==> src/rtl/rgbt_pkg.sv <==
package rgbt_pkg;
  parameter int unsigned HW = 12;
  parameter int unsigned VW = 12;
  parameter int unsigned FW = 20;

  typedef struct packed {
    logic [HW-1:0] h_period;
    logic [FW-1:0] v_period;
    logic          vper_pix;
  } tim_t;

  typedef struct packed {
    logic [HW-1:0] h_sync;
    logic [HW-1:0] h_wait;
    logic [HW-1:0] h_valid;
    logic [FW-1:0] v_sync;
    logic [VW-1:0] v_wait;
    logic [VW-1:0] v_lines;
    logic          vsw_pix;
    logic          hs_pol;
    logic          vs_pol;
    logic          de_pol;
    logic          dclk_fall;
    logic          de_present;
    logic          sync_on;
  } shape_t;

  typedef struct packed {
    tim_t   tim;
    shape_t shp;
  } tcfg_t;

  localparam tim_t TIM_RESET = '{h_period: HW'(533), v_period: FW'(288), vper_pix: 1'b0};
  localparam shape_t SHP_RESET = '{
    h_sync: HW'(41), h_wait: HW'(49), h_valid: HW'(480),
    v_sync: FW'(10), v_wait: VW'(12), v_lines: VW'(272),
    vsw_pix: 1'b0, hs_pol: 1'b0, vs_pol: 1'b0, de_pol: 1'b0,
    dclk_fall: 1'b1, de_present: 1'b1, sync_on: 1'b1};
  localparam tcfg_t CFG_RESET = '{tim: TIM_RESET, shp: SHP_RESET};
endpackage

==> src/rtl/rgbt_ctrl.sv <==
module rgbt_ctrl
  import rgbt_pkg::*;
(
  input  logic  clk,
  input  logic  rst,
  input  logic  run_en,
  input  logic  frame_end,
  input  tcfg_t cfg_in,
  output logic  running,
  output tcfg_t cfg_q
);
  // shadow bank: loaded only when a frame is about to begin
  always_ff @(posedge clk) begin
    if (rst) begin
      running <= 1'b0;
      cfg_q   <= CFG_RESET;
    end else if (!running) begin
      if (run_en) begin
        running <= 1'b1;
        cfg_q   <= cfg_in;
      end
    end else if (frame_end) begin
      if (run_en) cfg_q <= cfg_in;
      else        running <= 1'b0;
    end
  end
endmodule

==> src/rtl/rgbt_count.sv <==
module rgbt_count
  import rgbt_pkg::*;
(
  input  logic          clk,
  input  logic          rst,
  input  logic          running,
  input  tim_t          tim,
  output logic [HW-1:0] hcnt,
  output logic [VW-1:0] vcnt,
  output logic [FW-1:0] fcnt,
  output logic          frame_end
);
  logic line_end;
  logic last_line;
  logic last_clk;

  assign line_end  = (hcnt == tim.h_period - 1'b1);
  assign last_line = line_end && (FW'(vcnt) == tim.v_period - 1'b1);
  assign last_clk  = (fcnt == tim.v_period - 1'b1);
  assign frame_end = running && (tim.vper_pix ? last_clk : last_line);

  always_ff @(posedge clk) begin
    if (rst || !running || frame_end) begin
      hcnt <= '0;
      vcnt <= '0;
      fcnt <= '0;
    end else begin
      fcnt <= fcnt + 1'b1;
      if (line_end) begin
        hcnt <= '0;
        vcnt <= vcnt + 1'b1;
      end else begin
        hcnt <= hcnt + 1'b1;
      end
    end
  end
endmodule

==> src/rtl/rgbt_decode.sv <==
module rgbt_decode
  import rgbt_pkg::*;
(
  input  logic          clk,
  input  logic          rst,
  input  logic          running,
  input  shape_t        shp,
  input  logic [HW-1:0] hcnt,
  input  logic [VW-1:0] vcnt,
  input  logic [FW-1:0] fcnt,
  output logic          hsync,
  output logic          vsync,
  output logic          de,
  output logic          dclk_fall,
  output logic          pix_req,
  output logic [HW-1:0] pos_x,
  output logic [VW-1:0] pos_y,
  output logic          frame_done
);
  localparam int NSIG = 3;
  localparam logic [NSIG-1:0] RST_POL = {SHP_RESET.de_pol, SHP_RESET.vs_pol, SHP_RESET.hs_pol};

  logic [HW:0]     h_end;
  logic [VW:0]     v_end;
  logic            h_in, v_in, live, win, last, hs_a, vs_a;
  logic [NSIG-1:0] act, pol, lvl_q;

  assign h_end = {1'b0, shp.h_wait} + {1'b0, shp.h_valid};
  assign v_end = {1'b0, shp.v_wait} + {1'b0, shp.v_lines};
  assign h_in  = (hcnt >= shp.h_wait) && ({1'b0, hcnt} < h_end);
  assign v_in  = (vcnt >= shp.v_wait) && ({1'b0, vcnt} < v_end);
  assign live  = running && shp.sync_on;
  assign win   = live && h_in && v_in;
  assign last  = ({1'b0, hcnt} == h_end - 1'b1) && ({1'b0, vcnt} == v_end - 1'b1);
  assign hs_a  = hcnt < shp.h_sync;
  assign vs_a  = shp.vsw_pix ? (fcnt < shp.v_sync) : (FW'(vcnt) < shp.v_sync);

  assign act = {win && shp.de_present, live && vs_a, live && hs_a};
  assign pol = {shp.de_pol, shp.vs_pol, shp.hs_pol};

  for (genvar i = 0; i < NSIG; i++) begin : g_lvl
    always_ff @(posedge clk) begin
      if (rst) lvl_q[i] <= ~RST_POL[i];
      else     lvl_q[i] <= act[i] ? pol[i] : ~pol[i];
    end
  end

  assign hsync = lvl_q[0];
  assign vsync = lvl_q[1];
  assign de    = lvl_q[2];

  always_ff @(posedge clk) begin
    if (rst) begin
      pix_req    <= 1'b0;
      frame_done <= 1'b0;
      pos_x      <= '0;
      pos_y      <= '0;
      dclk_fall  <= SHP_RESET.dclk_fall;
    end else begin
      pix_req    <= win;
      frame_done <= win && last;
      pos_x      <= win ? hcnt - shp.h_wait : '0;
      pos_y      <= win ? vcnt - shp.v_wait : '0;
      dclk_fall  <= shp.dclk_fall;
    end
  end
endmodule

==> src/rtl/rgb_sync_gen.sv <==
module rgb_sync_gen
  import rgbt_pkg::*;
(
  input  logic          clk,
  input  logic          rst,
  input  logic          run_en,
  input  logic [HW-1:0] cfg_h_total,
  input  logic [HW-1:0] cfg_h_sync_w,
  input  logic [HW-1:0] cfg_h_wait,
  input  logic [HW-1:0] cfg_h_valid,
  input  logic [FW-1:0] cfg_v_total,
  input  logic [FW-1:0] cfg_v_sync_w,
  input  logic [VW-1:0] cfg_v_wait,
  input  logic [VW-1:0] cfg_v_lines,
  input  logic          cfg_v_total_in_clk,
  input  logic          cfg_v_sync_in_clk,
  input  logic          cfg_hs_act_high,
  input  logic          cfg_vs_act_high,
  input  logic          cfg_de_act_high,
  input  logic          cfg_drive_on_fall,
  input  logic          cfg_de_enable,
  input  logic          cfg_sync_enable,
  output logic          hsync,
  output logic          vsync,
  output logic          de,
  output logic          dclk_fall,
  output logic          pix_req,
  output logic [HW-1:0] pos_x,
  output logic [VW-1:0] pos_y,
  output logic          frame_done,
  output logic          idle
);
  tcfg_t         cfg_in;
  tcfg_t         cfg_q;
  logic          running;
  logic          frame_end;
  logic [HW-1:0] hcnt;
  logic [VW-1:0] vcnt;
  logic [FW-1:0] fcnt;

  always_comb begin
    cfg_in.tim.h_period   = cfg_h_total;
    cfg_in.tim.v_period   = cfg_v_total;
    cfg_in.tim.vper_pix   = cfg_v_total_in_clk;
    cfg_in.shp.h_sync     = cfg_h_sync_w;
    cfg_in.shp.h_wait     = cfg_h_wait;
    cfg_in.shp.h_valid    = cfg_h_valid;
    cfg_in.shp.v_sync     = cfg_v_sync_w;
    cfg_in.shp.v_wait     = cfg_v_wait;
    cfg_in.shp.v_lines    = cfg_v_lines;
    cfg_in.shp.vsw_pix    = cfg_v_sync_in_clk;
    cfg_in.shp.hs_pol     = cfg_hs_act_high;
    cfg_in.shp.vs_pol     = cfg_vs_act_high;
    cfg_in.shp.de_pol     = cfg_de_act_high;
    cfg_in.shp.dclk_fall  = cfg_drive_on_fall;
    cfg_in.shp.de_present = cfg_de_enable;
    cfg_in.shp.sync_on    = cfg_sync_enable;
  end

  rgbt_ctrl u_ctrl (
    .clk(clk), .rst(rst), .run_en(run_en), .frame_end(frame_end),
    .cfg_in(cfg_in), .running(running), .cfg_q(cfg_q)
  );

  rgbt_count u_count (
    .clk(clk), .rst(rst), .running(running), .tim(cfg_q.tim),
    .hcnt(hcnt), .vcnt(vcnt), .fcnt(fcnt), .frame_end(frame_end)
  );

  rgbt_decode u_decode (
    .clk(clk), .rst(rst), .running(running), .shp(cfg_q.shp),
    .hcnt(hcnt), .vcnt(vcnt), .fcnt(fcnt),
    .hsync(hsync), .vsync(vsync), .de(de), .dclk_fall(dclk_fall),
    .pix_req(pix_req), .pos_x(pos_x), .pos_y(pos_y), .frame_done(frame_done)
  );

  assign idle = ~running;
endmodule

==> config.mk <==
export PLATFORM = sky130hd
export DESIGN_NAME = rgb_sync_gen
export DESIGN_NICKNAME = d
export VERILOG_FILES = /design/src/rtl/rgbt_pkg.sv /design/src/rtl/rgbt_ctrl.sv /design/src/rtl/rgbt_count.sv /design/src/rtl/rgbt_decode.sv /design/src/rtl/rgb_sync_gen.sv
export SDC_FILE = /design/constraint.sdc
export NUM_CORES = 1
export LEC_CHECK = 0
export BUFFER_PORTS_ARGS = -buffer_cell sky130_fd_sc_hd__buf_4
export CAP_MARGIN = 10
export CORE_MARGIN = 2
export CORE_UTILIZATION = 54
export CTS_CLUSTER_SIZE = 24
export DETAILED_ROUTE_END_ITERATION = 6
export GPL_ROUTABILITY_DRIVEN = 0
export PLACE_DENSITY = 0.87
export SYNTH_ARGS = -nofsm -noshare
export SYNTH_HDL_FRONTEND = slang
export SYNTH_SLANG_ARGS = --single-unit
==> constraint.sdc <==
create_clock -name clk -period 3.87 [get_ports clk]
set_input_delay 0.387 -clock clk [delete_from_list [all_inputs] [get_ports clk]]
set_output_delay 0.387 -clock clk [all_outputs]
set_load 0.01 [all_outputs]
After elaboration in Yosys (flattened, before gate mapping). Index checks and enable logic that the tools add are counted. Widths: inputs -> output; s select.

Register bits: 195. Bits of input ports: 123. Output and inout port bits: 31. Logic and storage cells: 85.

Add/sub/neg operators: 11. Magnitude comparators: 7. Equality and inequality tests: 6. Multiplexer cells: 11. Bitwise gates (word level): 5. Reductions and logical operators: 17.

Operators by type and width (number): $mux 120 (3); $add 12x12->13 (2); $eq 12x13->1 (2); $lt 12x13->1 (2); $sub 13x1->13 const B (2); $add 12x1->12 const B (2); $ge 12x12->1 (2); $sub 12x12->12 (2); $add 20x1->20 const B (1); $eq 12x20->1 (1); $eq 20x20->1 (1); $lt 12x20->1 (1); $lt 20x20->1 (1); $sub 20x1->20 const B (1); $eq 12x12->1 (1); $logic_and 1x1->1 (12); $lt 12x12->1 (1); $sub 12x1->12 const B (1); $mux 1 (8); $not 1->1 (5); $reduce_or 2->1 (2); $logic_or 1x1->1 (2); $ne 2x1->1 const B (1); $logic_not 1->1 (1).

Longest topological paths before layout. Gate-level depths: netlist (run 1).

Depth after elaboration: 7. Gate-level depth with buffers: 21. Gate-level depth less buffers: 19.

Modules after synthesis. From an unflattened synthesis (run 1), not the netlist that was laid out.

Cells, all modules: 1689. Area, all modules: 14516.4 um^2.

Modules (own cells, without submodules): rgbt_decode (instances 1, cells an instance 659, area each 5285.1 um^2, seq. area each 600.6 um^2); rgbt_ctrl (instances 1, cells an instance 525, area each 5265.0 um^2, seq. area each 2422.3 um^2); rgbt_count (instances 1, cells an instance 504, area each 3962.6 um^2, seq. area each 880.8 um^2); rgb_sync_gen (instances 1, cells an instance 1, area each 3.8 um^2, seq. area each 0.0 um^2).

Least setup slack after synthesis (run 1). No wires, ideal clock.

Kind: flip-flop to flip-flop. From: register, netlist name u_ctrl.cfg_q[11]. To: register u_decode.pos_x[10]. Setup time: 65 ps. Data arrival time: 4196 ps. Data required time: 3805 ps. Setup slack: -392 ps. Stages on the path, launching flop included: 19. Path buffers: 2. Clock period less this slack: 4262 ps. Cell sequence: dfxtp_1 ha_1 a21o_1 a31o_2 o41ai_1 mux2i_1 o2111ai_1 inv_1 ha_1 nand2_1 a21oi_1 a221o_1 o311ai_0 o211ai_1 a2111oi_0 nand2b_1 clkbuf_1 clkbuf_1 nor2_1.

Longest elaborated chain between the ends: 6.

RTL lines: $add 12x12->13 (RTL line rgbt_decode.sv:29) `assign v_end = {1'b0, shp.v_wait} + {1'b0, shp.v_lines};`; $lt 12x13->1 (RTL line rgbt_decode.sv:31) `assign v_in = (vcnt >= shp.v_wait) && ({1'b0, vcnt} < v_end);`; $logic_and 1x1->1 (RTL line rgbt_decode.sv:31); $logic_and 1x1->1 (RTL line rgbt_decode.sv:33) `assign win = live && h_in && v_in;`; $not 1->1 (no line); $reduce_or 2->1 (no line); to (signal assigned) (RTL line rgbt_decode.sv:62) `pos_x <= win ? hcnt - shp.h_wait : '0;`; to (decl) (RTL line rgbt_decode.sv:16) `output logic [HW-1:0] pos_x,`.

Every way passes these cells. A chain may end at the register's enable or synchronous reset.

Worst setup path in the final report (run 1).
From: register, netlist name u_ctrl.cfg_q[9]. To: register u_decode.frame_done.

Longest elaborated chain between the ends: 5. Elaborated cells between the ends (all ways): 8. Those cells by class: add/sub (2); order compare (1); eq/ne (1); reduce/logical (4).

RTL lines: $add 12x12->13 * (RTL line rgbt_decode.sv:29); $sub 13x1->13 or $lt 12x13->1 (tied branches) (RTL line rgbt_decode.sv:34, rgbt_decode.sv:31); $eq 12x13->1 or $logic_and 1x1->1 (tied branches) (RTL line rgbt_decode.sv:34, rgbt_decode.sv:31); $logic_and 1x1->1, on equally long branches (RTL line rgbt_decode.sv:34, rgbt_decode.sv:33); $logic_and 1x1->1 * (RTL line rgbt_decode.sv:61) `frame_done <= win && last;`; to (signal assigned) (RTL line rgbt_decode.sv:61); to (decl) (RTL line rgbt_decode.sv:18) `output logic frame_done`.

Every way passes the cells marked *; elsewhere a longest branch is shown, timed or not.

==> metrics, run 1 <==
Mapped Nets 1,755; Leak 7.22 nW; CP max stage cell a221o_1; distinct cell type count after synthesis 72; crit-path max FO 4; synthesis-to-layout area growth 23.4%; Crit path top cell by count buf_6; GRT overflow 0; Nets 1,955; Post-Syn Instances 1,510; Critical Path, Cell by Cell ha_1 -> nor2b_2 -> o2111a_2 -> or3_4 -> and2_4 -> inv_2 -> ha_4 -> a22o_1 -> nor4_2 -> o21ai_1 -> a221o_1 -> o311ai_2 -> o211ai_1 -> a2111oi_2 -> nand2b_1 -> buf_6 -> buf_6 -> a2111oi_4; fraction of layout cells with a size suffix above 1 20.0%; H-tree levels 4; period utilization 108%; Hold Fails Final Rpt 0; Worst-Skew Late Latency 0.46 ns; critical path's top delay family compound AO/OA/AOI/OAI gates; drt wl/cell 18.1 um; status finished with violations; worst clock skew 0.0142 ns; cts bufs inserted 17; P_sw 0.00153 W; Setup crit start kind register; Worst Tran Pin Value 0.895 ns; flop2flop setup slack -0.30 ns; flops & latches, synth 195; failing checks setup timing; Max Slew Vio Count 0; Core ar. 0.0233 mm2; antenna violations before repair 0; IO buf count 153; hold_sp cfg_v_sync_w[2]; WP buf/inv 3; maximum number of pins on one net before global-route repair 81; clk slew on worst S/H paths 0.08 ns; clock tree sinks 195; post-synthesis average cell area 8.45 um2; drt first pass iters 5; Worst Path Required 4.22 ns; final hold slack 0.154 ns; Synth area leader dfxtp_1; vias post-DR 12,169; Top FF cell, synth dfxtp_1; final setup margin -0.297 ns; die width 158 um; Rel. slew slack 39.5%; vias in the first global route 11,993; HPWL after DPL 26,100 um; worst flop-to-flop path endpoint u_decode.frame_done; routed vias/inst 5.97; overall routing resource usage 28.9%; Total Wirelength 36,800 um; unrepaired setup endpoints after global routing yes; Pint 0.00360 W; top cells by area, synth dfxtp_1 31%, ha_1 12%, mux2i_1 7.8%; top cell type's share of synthesized area 30.6%; Synth Cell Area 0.0128 mm2; Iteration-0 DRC Markers 1,096; CTS root buffer clkbuf_16; combinational power share 23.7%; minimum clock period 4.17 ns; # diodes 0; Worst EP arrival 4.52 ns; Clock Path Buffers 2; f_max 0.240 GHz; die height 158 um; worst slack, placed -0.196 ns; Initial Util 54.7%; most frequent cell after synthesis nor2_1; slowest stage delay, CP 0.38 ns; Clock power frac 34.1%; Post-synth EDFFs 0; Routed Antenna Nets 0; Hold Crit Depth 3; hold endpoint u_ctrl.cfg_q[33]; Final setup viols 27; reg-to-reg critical path startpoint u_ctrl.cfg_q[9]; crit end category register; area of the die 0.0249 mm2; DRC errors left 0; Sw Ratio 29.9%; post-synthesis async set-or-reset flop share 0%; row count 56; CTS tree built; PD cells 326 mW/mm2; Commonest cells post-synth 235 x nor2_1, 195 x dfxtp_1, 118 x ha_1, 105 x inv_1, 100 x mux2i_1; Register-to-Register Path Depth 18; I/O pin total 154; Hold WC Path Type in -> reg; Setup CP Type reg -> reg; Stages on worst setup path 18; Seq/Total Area, Yosys 30.6%; max-cap check violation count 0; first-pass GRT wire length 57,600 um; Seq pwr share 42.2%; Ys Warns 0; Worst IR Drop VDD 0.205 mV
[power by group through the flow]
stage | clock (W) | sequential [W] | combinational (W)
after global routing | 0.00183 | 0.00217 | 0.00132
after CTS | 0.00175 | 0.00216 | 0.00116
after detailed placement | 0 | 0.00220 | 0.00113
after global placement | 0 | 0.00220 | 0.00108
final | 0.00175 | 0.00216 | 0.00122
after floorplan | 0 | 0.00218 | 0.000745
[cells by family after synthesis]
group / count (synthesis) / synth area share [%]
mux: 101 / 7.93
fa+ha+maj: 122 / 12.2
simple gates: 521 / 19.9
flops: 195 / 30.6
compound gates: 247 / 12.9
xor+xnor: 155 / 11.3
buf+inv: 169 / 5.18
[per-layer routing]
metal	wire, um	GRT usage [%]	part of all wire [%]	up-vias
met5	0	0	0	-
met4	1820	16.3	4.9	0
met3	2500	4.43	6.8	177
met2	17600	49.1	48	579
met1	15000	35.0	41	5757
li1	-	-	-	5656
[timing repair]
action | 4_1_cts | 5_1_grt
setup endpoints to repair | 28 | 185
pin swaps | 3 | 14
gates cloned | 0 | 2
resized for setup | 27 | 49
buffers inserted | 2 | 5
hold buffers | 0 | 0
[layout make-up]
class | instances | area, um2
Sequential cell | 195 | 3910
Multi-Input combinational cell | 1146 | 8530
Timing Repair Buffer | 245 | 1960
Clock buffer | 23 | 478
Clock inverter | 7 | 76.3
Fill cell | 1719 | 7590
Inverter | 105 | 394
Tap cell | 319 | 399
[stage by stage]
stage	util, %	cells	TNS, ns	cell area [um2]	power (W)
2_1_floorplan	-	1510	0	12800	0.00292
3_3_place_gp	63.3	2001	-0.207	14800	0.00328
3_5_place_dp	63.3	2001	-1.88	14800	0.00333
4_1_cts	66.3	2033	-0.728	15500	0.00507
5_1_grt	67.5	2040	-9.82	15700	0.00532
6_report	67.5	2040	-6.01	15700	0.00513
[worst register-to-register path: cells and delay by family (launching register included)]
family / cells / cell delay [ns]
AO/OA/AOI/OAI: 8 / 1.91
adder cells (fa/ha/maj): 2 / 0.50
buffers and inverters: 3 / 0.34
flip-flops: 1 / 0.32
AND/OR/NAND/NOR: 5 / 1.00
[layout by cell type, fill, tap and decap left out, drive strengths merged, types with 4 or more instances in the layout]
master / netlist / layout
nand3: 41 / 41
inv: 105 / 106
xnor3: 6 / 6
a2111oi: 7 / 7
a31oi: 11 / 11
nor2b: 16 / 16
nor2: 235 / 235
xor2: 64 / 64
o21ai: 50 / 50
buf: 21 / 243
dfxtp: 195 / 195
a211oi: 7 / 7
o41ai: 4 / 4
and2: 9 / 9
or3: 12 / 12
o2111ai: 5 / 5
nand2b: 21 / 21
nor3: 56 / 56
nor4b: 6 / 6
clkbuf: 43 / 25
and4: 4 / 4
nor3b: 7 / 7
fa: 4 / 4
or4: 6 / 6
ha: 118 / 118
o311ai: 5 / 5
nand4: 17 / 17
a21boi: 5 / 5
a21oi: 70 / 70
and3: 17 / 17
or2: 7 / 7
xnor2: 85 / 85
a21o: 20 / 20
o211ai: 10 / 10
nand2: 44 / 44
o21a: 11 / 11
o31ai: 8 / 8
mux2i: 100 / 100
nor4: 13 / 13
[how the worst max path moves through the flow]
| stage | end | start | slack (ns) |
|---|---|---|---|
| after floorplan | u_decode.frame_done | u_ctrl.cfg_q[19] | 0.01 |
| after global placement | u_decode.pos_x[3] | u_ctrl.cfg_q[7] | -0.06 |
| after detailed placement | u_decode.frame_done | u_ctrl.cfg_q[51] | -0.20 |
| after CTS | u_decode.frame_done | u_ctrl.cfg_q[7] | -0.09 |
| after global routing | u_decode.frame_done | u_ctrl.cfg_q[7] | -0.45 |
| final | u_decode.frame_done | u_ctrl.cfg_q[9] | -0.30 |
[registers in the layout (all words and copies together) (netlist names)]
signal               cells
u_count.fcnt            20
u_count.hcnt            12
u_count.vcnt            12
u_ctrl.cfg_q           120
u_ctrl.running           1
u_decode.dclk_fall       1
u_decode.de              1
u_decode.frame_done      1
u_decode.hsync           1
u_decode.pix_req         1
u_decode.pos_x          12
u_decode.pos_y          12
u_decode.vsync           1
No activity file was read; power rests on OpenSTA's default activity.
==> run 2, diff against run 1 <==
- BUFFER_PORTS_ARGS: -buffer_cell sky130_fd_sc_hd__buf_4 -> default
- CORE_MARGIN: 2 -> 10
- CORE_UTILIZATION: 54 -> 60
- CTS_BUF_LIST: default -> sky130_fd_sc_hd__clkbuf_4
- DONT_BUFFER_PORTS: default -> 1
- PLACE_DENSITY: 0.87 -> 0.88
==> run 2 against run 1 <==
  * Routed wire length increased by 18%
  * The flow finishes with violations (DRC, setup timing)
  * Die area increased by 11%
  * Register-to-register slack got worse by 0.20 ns
==> metrics, run 2 (synthesis gave the netlist of run 1 again) <==
status finished with violations; failing checks DRC, setup timing; antenna violations before repair 5; max-cap check violation count 0; minimum clock period 4.37 ns; Final setup viols 27; clk slew on worst S/H paths 0.16 ns; I/O pin total 154; Hold Fails Final Rpt 0; drt first pass iters 7; M1 WL 15,700 um; final setup margin -0.501 ns; CP max stage cell a2111oi_0; period utilization 113%; first-pass GRT wire length 65,000 um; vias post-DR 12,844; Max Slew Vio Count 0; met3 wire len 4200 um; overall routing resource usage 28.2%; commonest non-fill, non-tap cell in the layout nor2_1; fraction of layout cells with a size suffix above 1 13.2%; PD cells 301 mW/mm2; Util after Layout 75.1%; critical path's top delay family compound AO/OA/AOI/OAI gates; area of the die 0.0275 mm2; f_max 0.229 GHz; Routed Antenna Nets 0; WP buf/inv 3; Nets 1,931; Initial Util 60.9%; Total Wirelength 43,600 um; Hold WC Path Type in -> reg; cts bufs inserted 17; Biggest register u_ctrl.cfg_q; Iteration-0 DRC Markers 1,623; CTS root buffer clkbuf_4; Worst EP arrival 4.96 ns; Worst Tran Pin Value 0.952 ns; Top Layer Used met4; most frequent cells in the layout 215 x nor2_1, 188 x dfxtp_1, 118 x dlygate4sd3_1; Setup crit start kind register; crit-path max FO 6; CTS tree built; Worst-Skew Late Latency 0.64 ns; IO buf count 0; unrepaired setup endpoints after global routing yes; Setup CP Type reg -> reg; GRT overflow 0; worst clock skew 0.0373 ns; Worst IR Drop VDD 0.175 mV; Critical Path, Cell by Cell ha_1 -> a2111oi_0 -> a21oi_1 -> a31oi_1 -> xnor2_1 -> inv_1 -> ha_1 -> a21oi_1 -> o21ai_1 -> a31oi_1 -> o21ai_1 -> a2111oi_4 -> nand2b_4 -> buf_12 -> clkbuf_16 -> nor2_4; crit end category register; DRC errors left 2; Core ar. 0.0210 mm2; HPWL after DPL 26,900 um; worst slack, placed -0.228 ns; DR WL met2 20,500 um; Rel. slew slack 35.7%; vias in the first global route 12,638; clock tree sinks 195; Worst Path Required 4.46 ns; max reg flops 120; maximum number of pins on one net before global-route repair 146; routed vias/inst 6.50; Clock Path Buffers 2; slowest stage delay, CP 0.61 ns; die height 166 um; row count 53; H-tree levels 4; synthesis-to-layout area growth 23.4%; biggest regs u_ctrl.cfg_q x120, u_count.fcnt x20; final hold slack 0.0525 ns; die width 166 um; Leak 6.94 nW; drt wl/cell 22.0 um
-- run 2: cell types whose count changed in the layout (fill, tap and decap cells not counted), moves of 3 or more --
cell | previous run | this run
clkbuf_4 | 0 | 19
dfxtp_1 | 192 | 188
buf_4 | 234 | 92
dfxtp_2 | 3 | 7
dlygate4sd3_1 | 0 | 118
clkbuf_16 | 19 | 1
clkbuf_1 | 3 | 0
nor2_4 | 7 | 18
bufinv_16 | 1 | 4
nor2_1 | 222 | 215
nor2_2 | 6 | 2
diode_2 | 0 | 5
clkbuf_8 | 3 | 0
-- run 2: repair_timing --
item / CTS / global route
setup buffers: 4 / 10
hold endpoints to repair: 125 / 1
gates resized for setup: 49 / 69
cloned: 2 / 2
endpoints found under the setup margin: 28 / 159
pin swaps: 9 / 23
hold buffers: 118 / 1
-- run 2: tightest hold or removal path, delay by kind of cell --
| kind | cells | cell delay (ns) |
|---|---|---|
| simple gates | 1 | 0.03 |
| buf+inv | 1 | 0.13 |
| compound gates | 1 | 0.10 |
-- run 2: worst paths after layout --
| path | slack [ns] | from | end | cells past startpoint |
|---|---|---|---|---|
| setup reg to reg | -0.50 | u_ctrl.cfg_q[57] | u_decode.pos_x[8] | 16 |
| hold reg to reg | 0.46 | u_ctrl.cfg_q[2] | u_decode.dclk_fall | 2 |
| hold / removal | 0.05 | cfg_v_sync_w[3] | u_ctrl.cfg_q[34] | 3 |
| setup / recovery | -0.50 | u_ctrl.cfg_q[57] | u_decode.pos_x[8] | 16 |
-- run 2: through the flow --
stage,power (W),instance area [um2],setup TNS (ns),cells
final,0.00474,15700,-11.54,1977
after global routing,0.00489,15700,-18.92,1976
after CTS,0.00457,15300,-2.42,1962
after detailed placement,0.00319,13600,-3.06,1809
after global placement,0.00314,13600,-0.0731,1809
after floorplan,0.00292,12800,0,1510
-- run 2: per-layer routing --
layer	GRT usage, %	up-vias
met2	48.0	933
met1	32.2	5957
met4	16.2	0
met5	0	-
li1	-	5631
met3	5.87	323
-- run 2: power by group --
part	internal (W)	leakage (nW)	total [W]	switching [W]
registers	0.00209	1.59	0.00217	0.0000842
clock network	0.000526	0.161	0.00128	0.000751
logic	0.000589	5.19	0.00129	0.000697
-- run 2: area by class of cell --
class	instances	area (um2)
Antenna cell	5	12.5
Multi-Input combinational cell	1147	8680
Fill cell	1309	5210
Timing Repair Buffer	220	2080
Tap cell	275	344
Inverter	105	399
Sequential cell	195	3910
Clock buffer	19	143
Clock inverter	11	175
==> run 3, diff against run 2 <==
- CORE_MARGIN: 10 -> 3
- clock period: 3.87 -> 3.68 ns (I/O delays scaled with it)
==> run 3 against run 2 <==
  * The run ends with setup timing left
  * Hold slack lost 0.0094 ns
  * Critical path depth up 1
  * Combinational power up 17%
  * Sequential share of layout area decreased by 0.62 points
  * Clock skew increased by 0.0022 ns
  * Critical endpoint is now u_decode.pos_y[3]
==> metrics, run 3 (synthesis gave the netlist of run 1 again) <==
first-pass GRT wire length 64,900 um; DRC errors left 0; Iteration-0 DRC Markers 2,034; GRT overflow 0; routed vias/inst 6.77; CTS root buffer clkbuf_4; CTS tree built; worst slack, placed -0.389 ns; drt wl/cell 24.0 um; Routed Antenna Nets 0; Util after Layout 78.7%; commonest non-fill, non-tap cell in the layout nor2_1; Total Wirelength 48,300 um; Setup crit start kind register; die height 152 um; biggest regs u_ctrl.cfg_q x120, u_count.fcnt x20; I/O pin total 154; Fin Setup TNS -15.81 ns; Storage cell area 0.00392 mm2; worst clock skew 0.0395 ns; Worst-Skew Late Latency 0.67 ns; Clock Path Buffers 2; PD cells 312 mW/mm2; maximum number of pins on one net before global-route repair 146; Core ar. 0.0206 mm2; fraction of layout cells with a size suffix above 1 15.8%; clk slew on worst S/H paths 0.20 ns; power consumption 0.00504 W; Setup CP Type reg -> reg; Max Slew Vio Count 0; f_max 0.231 GHz; H-tree levels 4; area of the die 0.0231 mm2; fill cell count 1,169; Nets 1,975; Multi-input gate area 0.00870 mm2; minimum clock period 4.33 ns; placed insts 1,818; Worst EP arrival 4.93 ns; final std cells w/o fill 2,016; Hold WC Path Type in -> reg; status finished with violations; Worst Tran Pin Value 1.02 ns; Leak 7.18 nW; Rel. slew slack 30.8%; HPWL after DPL 26,400 um; vias post-DR 13,645; Worst IR Drop VDD 0.256 mV; cts bufs inserted 17; most frequent cells in the layout 218 x nor2_1, 185 x dfxtp_1, 125 x buf_4; synthesis-to-layout area growth 26.8%; clock tree sinks 195; unrepaired setup endpoints after global routing yes; antenna violations before repair 6; period utilization 118%; final setup margin -0.650 ns; die width 152 um; drt first pass iters 7; Hold Fails Final Rpt 0; crit end category register; IO buf count 0; Worst Path Required 4.28 ns; crit-path max FO 7; Biggest register u_ctrl.cfg_q; vias in the first global route 12,550; overall routing resource usage 34.0%; failing checks setup timing; Initial Util 62.1%; Final setup viols 46; max reg flops 120; max-cap check violation count 0; row count 52
## run 3: cell types whose count changed in the layout (fill, tap and decap cells not counted), moves of 3 or more
cell | previous run | this run
buf_16 | 1 | 4
buf_4 | 92 | 125
buf_6 | 1 | 5
bufinv_16 | 4 | 1
clkbuf_16 | 1 | 5
clkinv_2 | 0 | 3
dfxtp_1 | 188 | 185
dlygate4sd3_1 | 118 | 121
inv_8 | 1 | 4
nor2_1 | 215 | 218
nor2_4 | 18 | 15
nor3_1 | 50 | 47
nor3_2 | 4 | 7
## run 3: power by group
| part | leakage (nW) | internal, W | switching, W |
|---|---|---|---|
| logic | 5.44 | 0.000686 | 0.000823 |
| clock network | 0.142 | 0.000355 | 0.000888 |
| registers | 1.60 | 0.00220 | 0.0000923 |
| total | 7.18 | 0.00324 | 0.00180 |
## run 3: area by class of cell
class	count	area share (%)
multi-input cells	1146	53.8
clock buffers	17	0.789
clock inverters	15	0.905
inverters	105	2.44
repair buffers	265	15.7
well taps	270	2.09
diodes	3	0.0464
flip-flops and latches	195	24.2
## run 3: worst paths after layout
kind               startpoint                  end  slack, ns  cells past startpoint
max reg2reg  u_ctrl.cfg_q[56]    u_decode.pos_y[3]      -0.65                     17
max          u_ctrl.cfg_q[56]    u_decode.pos_y[3]      -0.65                     17
min reg2reg  u_ctrl.cfg_q[42]     u_ctrl.cfg_q[42]       0.51                      2
min                       rst  u_decode.frame_done       0.04                      3
## run 3: stage by stage
| step | cell area (um2) | hold slack [ns] |
|---|---|---|
| 2_1_floorplan | 12800 | 0.394 |
| 3_3_place_gp | 13700 | 0.399 |
| 3_5_place_dp | 13700 | 0.415 |
| 4_1_cts | 15600 | 0.00176 |
| 5_1_grt | 16200 | 0.0376 |
| 6_report | 16200 | 0.0431 |
## run 3: repair_timing
action                                  in CTS  in global routing
resized for setup                           49                 72
pin swaps                                    6                 27
hold buffers                               122                  0
endpoints found under the setup margin      73                183
buffers inserted                            10                 26
gates cloned                                 2                  5
endpoints found under the hold margin      125                  0
## run 3: layer usage
layer / vias up / global-route usage (%) / wire length (um)
li1: 5710 / - / -
met1: 6183 / 41.9 / 16800
met2: 1255 / 55.0 / 21200
met3: 493 / 7.34 / 5640
met4: 4 / 19.9 / 4710
met5: - / 0 / 21
## run 3: critical path, stage by stage, from the launching register on
cell and delay, ns:
dfxtp_1 0.39, ha_1 0.41, o21ai_0 0.17, o2bb2ai_1 0.16
a21oi_1 0.30, a31oi_1 0.25, xnor2_1 0.47, inv_1 0.12
ha_1 0.32, a21oi_1 0.13, o21ai_1 0.12, a31oi_1 0.23
o21ai_1 0.15, a2111oi_4 0.42, nand2b_4 0.14, buf_4 0.17
buf_12 0.14, nor3_2 0.16
